### src/rtl/hcsPkg.sv
package hcsPkg;
  typedef struct packed {
    logic wr;
    logic rd;
    logic commit;
  } hcsStrobes_t;

  typedef enum logic [1:0] {
    MODE_IDLE = 2'd0,
    MODE_PCI  = 2'd1,
    MODE_UB0  = 2'd2,
    MODE_UB1  = 2'd3
  } hcsMode_e;
endpackage

### src/rtl/hcsCtl.sv
module hcsCtl import hcsPkg::*; #(
  parameter int ADDR_W = 11,
  parameter int BASE_W = 8,
  parameter int PCI_OFFSET = 16,
  parameter int UB_SUB = 4
) (
  input  logic [1:0]        busMode,
  input  logic              memSpace,
  input  logic [BASE_W-1:0] baseField,
  input  logic [ADDR_W-1:0] addr,
  input  logic              wrEn,
  input  logic              rdEn,
  input  logic              xferDone,
  output hcsStrobes_t       strobes,
  output logic              ubMode
);
  localparam int SUB_W = ADDR_W - BASE_W;

  logic pciHit;
  logic ubHit;
  logic sel;

  always_comb begin
    ubMode = (busMode == MODE_UB0) || (busMode == MODE_UB1);
    pciHit = (busMode == MODE_PCI) && memSpace &&
             (addr == ADDR_W'(PCI_OFFSET));
    ubHit  = ubMode && (addr[ADDR_W-1:SUB_W] == baseField) &&
             (addr[SUB_W-1:0] == SUB_W'(UB_SUB));
    sel    = pciHit || ubHit;
    strobes.wr     = sel && wrEn;
    strobes.rd     = sel && rdEn;
    strobes.commit = xferDone;
  end
endmodule

### src/rtl/hcsDp.sv
module hcsDp import hcsPkg::*; #(
  parameter int DATA_W = 32,
  parameter int TX_EN_BIT = 1,
  parameter int DMA_EN_BIT = 17
) (
  input  logic              clk,
  input  logic              rstN,
  input  hcsStrobes_t       strobes,
  input  logic [DATA_W/8-1:0] byteEn,
  input  logic [DATA_W-1:0] wrData,
  output logic [DATA_W-1:0] rdData,
  output logic              txEn,
  output logic              dmaEn
);
  localparam int LANES = DATA_W / 8;
  localparam logic [DATA_W-1:0] IMPL_MASK =
    (DATA_W'(1) << TX_EN_BIT) | (DATA_W'(1) << DMA_EN_BIT);

  logic [DATA_W-1:0] shadowQ;
  logic [DATA_W-1:0] activeQ;
  logic [DATA_W-1:0] merged;
  logic [DATA_W-1:0] shadowNext;

  for (genvar g = 0; g < LANES; g++) begin : gLane
    assign merged[8*g +: 8] = byteEn[g] ? wrData[8*g +: 8] : shadowQ[8*g +: 8];
  end

  assign shadowNext = (strobes.wr ? merged : shadowQ) & IMPL_MASK;

  always_ff @(posedge clk or negedge rstN) begin
    if (!rstN) begin
      shadowQ <= '0;
      activeQ <= '0;
    end else begin
      shadowQ <= shadowNext;
      if (strobes.commit) activeQ <= shadowNext;
    end
  end

  assign rdData = strobes.rd ? activeQ : '0;
  assign txEn   = activeQ[TX_EN_BIT];
  assign dmaEn  = activeQ[DMA_EN_BIT];
endmodule

### src/rtl/hcsSteer.sv
module hcsSteer (
  input  logic ubMode,
  input  logic txEn,
  input  logic dmaEn,
  input  logic txReqStatus,
  input  logic irqDrive,
  output logic irqN,
  output logic irqOe,
  output logic dmaReq,
  output logic dmaOe
);
  logic pend;

  always_comb begin
    pend   = txEn && txReqStatus;
    irqN   = 1'b1;
    irqOe  = 1'b0;
    dmaReq = 1'b0;
    dmaOe  = 1'b0;
    if (ubMode) begin
      dmaOe = 1'b1;
      if (dmaEn) begin
        dmaReq = pend;
        irqOe  = irqDrive;
      end else begin
        irqN  = !pend;
        irqOe = 1'b1;
      end
    end
  end
endmodule

### src/rtl/hcsTop.sv
module hcsTop import hcsPkg::*; #(
  parameter int DATA_W = 32,
  parameter int ADDR_W = 11,
  parameter int BASE_W = 8,
  parameter int PCI_OFFSET = 16,
  parameter int UB_SUB = 4,
  parameter int TX_EN_BIT = 1,
  parameter int DMA_EN_BIT = 17
) (
  input  logic              clk,
  input  logic              rstN,
  input  logic [1:0]        busMode,
  input  logic              memSpace,
  input  logic [BASE_W-1:0] baseField,
  input  logic [ADDR_W-1:0] addr,
  input  logic              wrEn,
  input  logic              rdEn,
  input  logic [DATA_W/8-1:0] byteEn,
  input  logic [DATA_W-1:0] wrData,
  input  logic              xferDone,
  output logic [DATA_W-1:0] rdData,
  input  logic              txReqStatus,
  input  logic              irqDrive,
  output logic              irqN,
  output logic              irqOe,
  output logic              dmaReq,
  output logic              dmaOe
);
  hcsStrobes_t strobes;
  logic ubMode;
  logic txEn;
  logic dmaEn;

  hcsCtl #(.ADDR_W(ADDR_W), .BASE_W(BASE_W), .PCI_OFFSET(PCI_OFFSET),
           .UB_SUB(UB_SUB)) uCtl (
    .busMode(busMode), .memSpace(memSpace), .baseField(baseField),
    .addr(addr), .wrEn(wrEn), .rdEn(rdEn), .xferDone(xferDone),
    .strobes(strobes), .ubMode(ubMode)
  );

  hcsDp #(.DATA_W(DATA_W), .TX_EN_BIT(TX_EN_BIT),
          .DMA_EN_BIT(DMA_EN_BIT)) uDp (
    .clk(clk), .rstN(rstN), .strobes(strobes), .byteEn(byteEn),
    .wrData(wrData), .rdData(rdData), .txEn(txEn), .dmaEn(dmaEn)
  );

  hcsSteer uSteer (
    .ubMode(ubMode), .txEn(txEn), .dmaEn(dmaEn), .txReqStatus(txReqStatus),
    .irqDrive(irqDrive), .irqN(irqN), .irqOe(irqOe), .dmaReq(dmaReq),
    .dmaOe(dmaOe)
  );
endmodule

### config.mk
export PLATFORM = sky130hd
export DESIGN_NAME = hcsTop
export DESIGN_NICKNAME = d
export VERILOG_FILES = /design/src/rtl/hcsPkg.sv /design/src/rtl/hcsCtl.sv /design/src/rtl/hcsDp.sv /design/src/rtl/hcsSteer.sv /design/src/rtl/hcsTop.sv
export SDC_FILE = /design/constraint.sdc
export NUM_CORES = 1
export LEC_CHECK = 0
export BUFFER_PORTS_ARGS = -buffer_cell sky130_fd_sc_hd__clkbuf_2
export CAP_MARGIN = 10
export CORE_UTILIZATION = 28
export CTS_BUF_LIST = sky130_fd_sc_hd__clkbuf_2
export CTS_CLUSTER_DIAMETER = 40
export DETAILED_ROUTE_END_ITERATION = 6
export PLACE_DENSITY = 0.8
export SLEW_MARGIN = 20
export SYNTH_ARGS = -nofsm -noshare
export SYNTH_HDL_FRONTEND = slang
export SYNTH_HIERARCHICAL = 1
export SYNTH_SLANG_ARGS = --single-unit
### constraint.sdc
create_clock -name clk -period 1.78 [get_ports clk]
set_clock_uncertainty 0.05 [all_clocks]
set_input_delay 0.178 -clock clk [delete_from_list [all_inputs] [get_ports clk]]
set_output_delay 0.178 -clock clk [all_outputs]
set_load 0.02 [all_outputs]
==> summary.txt <==
Clocking
  – Clk_lat worst skew: 0.21 ns
  – CTS Buf Count: 3
  – Clk slew on worst S/H paths: 0.05 ns
  – Post-CTS Setup Inserts: 0
  – CTS H-tree lvls: 1
  – Root buf cell: clkbuf_2
  – Clock sink total: 4
  – Max clock buf depth: 2
  – CTS tree: built

Logic synthesis
  – Synth area leader: buf_4
  – Register area share after synthesis: 16.7%
  – Post-synth top area share: 40.2%
  – Post-Syn Area: 598 um2
  – Synth area leaders: buf_4, dfrtp_1, xnor2_1, a21bo_1, nand3_1
  – Library cells used by synthesis: 22
  – Cells after Synth: 73
  – Synth Register Bits: 4
  – Synth warnings: 6
  – Syn Area/Cell: 8.19 um2

Timing
  – Final hold violation count: 0
  – Maximum clock rate: 0.575 GHz
  – Slew Viols, Final: 0
  – Crit share post-route: 97.7%
  – Minimum clock period: 1.74 ns
  – Min Hold Slack: 0.144 ns
  – Setup Viol. Count Final: 0

Power
  – Leak Pwr: 0.000442 uW
  – Flop pwr share: 29.5%
  – Pwr dens: 435 mW/mm2
  – Net Sw Power: 139 uW
  – Comb pwr share: 44.8%
  – Sw frac: 41.9%
  – Internal: 193 uW
  – Worst VDD drop: 0.216 mV
  – Clock share of power: 25.7%

Global route
  – Grt ovf: 0
  – Total global routing track utilization: 11.0%
  – Initial antenna violation count: 0
  – Largest net degree at the start of global routing: 7
  – Global-route wire length before repair: 1680 um
  – Vias in the first global route: 464

Min path
  – Worst hold path type: input port to register
  – Hold Crit Start: xferDone
  – Hold Crit Depth: 2
  – Worst Hold End: uDp/activeQ[1]$_DFFE_PN0P_

Route
  – Drt initial violations: 2
  – DR vias/cell: 3.96
  – TritonRoute pass-1 iters: 4
  – Antenna-violating nets left: 0
  – Total wire length: 1280 um
  – DR vias: 550
  – DRC: 0
  – DR WL/cell: 9.23 um

Placement
  – Hpwl dp: 1110 um
  – Port buffer count: 38
  – Placed cell count: 135
  – Routability cong.: 0.715

Floorplanning
  – Die W: 48.2 um
  – Row count: 16
  – Die Ht: 48.2 um
  – I/O Pins: 101
  – Starting Density: 30.2%
  – Floorplan Core Area: 0.00198 mm2
  – Die area: 0.00232 mm2

Critical path
  – Worst reg-to-reg path cell count: 2
  – Worst r2r dst: uDp/activeQ[17]$_DFFE_PN0P_
  – Critical path's top delay family: simple AND/OR/NAND/NOR gates
  – Crit-path slowest cell: or4_4
  – Crit Path Class: input port to output pin
  – R2R Path Start: uDp/shadowQ[17]$_DFF_PN0_
  – Crit-path max cell delay: 0.54 ns
  – Crit start category: input port
  – Critical Path AT: 1.51 ns
  – Setup slack, reg-to-reg: 0.95 ns
  – CP Data Required Time: 1.55 ns
  – Max FO, Critical Path: 2
  – Worst path bufs/invs: 2
  – Critical path cell sequence: clkbuf_2, xnor2_2, nand4_1, or4_4, a21boi_2, and2_1, buf_4
  – Crit end category: output pin

Layout
  – Fill cells: 222
  – Register area: 100 um2
  – Syn-to-layout area delta: 27.8%
  – Share of layout cells above drive strength 1: 45.5%
  – Multi-input combinational cell area: 395 um2
  – Fin nets: 179
  – Final cell count without fillers: 139
  – N_diodes: 0

Status
  – Outcome: complete, no violations

Job
  – Max-cap violations: 0
cell usage in the layout (no fill, tap or decap):
cell type	instances
a21bo_1	2
a21boi_0	1
a21boi_1	1
a21boi_2	1
a31oi_1	2
and2_1	1
and2_4	1
and4_2	1
and4bb_2	1
buf_4	2
buf_6	1
clkbuf_2	39
conb_1	30
dfrtp_1	4
dlygate4sd3_1	1
inv_1	1
nand2_1	2
nand3_1	4
nand4_1	2
nand4b_1	1
nor2_1	3
nor4_1	1
nor4b_1	1
or4_4	1
xnor2_1	3
xnor2_2	4
xor2_1	1
cell families (layout without fill, tap and decap cells):
logic type / Yosys count / after routing / synth area share, %
and+or+nand+nor: 19 / 19 / 20.3
other: 1 / 30 / 0.627
DFF: 4 / 4 / 16.7
buffers and inverters: 34 / 44 / 41.4
AOI/OAI and AO/OA: 7 / 7 / 9.20
xor gates and xnor gates: 8 / 8 / 11.7
flip-flops by register name (all words and copies together) (netlist names):
register     cells
uDp/activeQ      2
uDp/shadowQ      2
worst reg2reg max path, stage by stage (launching register included):
cell,delay [ns]
dfrtp_1,0.32
a21bo_1,0.21
a31oi_1,0.17
metal layers:
layer	vias to the layer above	GRT usage (%)	wire length, um
met5	-	0	0
met4	0	6.67	0
met3	0	2.22	112
met2	44	22.7	687
met1	240	9.19	482
li1	266	-	-
power groups by stage:
stage | Combinational, uW | Clock [uW] | Sequential, uW
global route | 165 | 102 | 98.4
floorplan | 142 | 0 | 98.0
finish | 149 | 85.3 | 98.1
detailed placement | 137 | 0 | 99.4
global placement | 134 | 0 | 99.1
CTS | 142 | 90.5 | 97.9
final cells by class:
class | count | share of cell area, %
Multi-Input combinational cell | 64 | 51.7
Timing Repair Buffer | 40 | 28.3
Sequential cell | 4 | 13.1
Tap cell | 27 | 4.42
Clock buffer | 3 | 1.96
Inverter | 1 | 0.491
timing repair:
item	CTS	global route
endpoints found under the setup margin	2	2
hold buffers	1	0
endpoints found under the hold margin	4	0
resized for setup	3	8
pin swaps	0	3
through the flow:
step           setup TNS [ns]  setup slack [ns]  util, %  cell area [um2]  total power, uW
2_1_floorplan               0             0.208        -              707              240
3_3_place_gp                0           0.00460     35.0              694              234
3_5_place_dp          -0.0965           -0.0297     35.0              694              237
4_1_cts                     0            0.0136     37.0              733              330
5_1_grt               -0.0514           -0.0333     38.6              764              365
6_report                    0            0.0405     38.6              764              332
cell usage after synthesis:
cell      count
nor4b_1       1
buf_4        32
nor2_1        3
nor4_1        1
a31oi_1       2
xor2_1        1
nand4b_1      1
nand2_1       2
and2_1        2
nand3_1       4
conb_1        1
nand4_1       2
clkbuf_1      1
or4_4         1
a21boi_0      1
dfrtp_1       4
and4bb_2      1
and4_2        1
a21bo_1       2
inv_1         1
xnor2_1       7
a21boi_1      2
worst max path at each step:
stage | to | from | slack, ns | depth (start not counted)
final | rdData[1] | addr[4] | 0.04 | 7
after global routing | rdData[1] | addr[4] | -0.03 | 7
after detailed placement | rdData[17] | addr[10] | -0.03 | 7
after CTS | rdData[17] | addr[10] | 0.01 | 7
after global placement | rdData[17] | addr[10] | 0.005 | 7
after floorplan | uDp/activeQ[17]$_DFFE_PN0P_ | addr[8] | 0.21 | 6
Note: power is estimated with default switching activity, not from simulation.
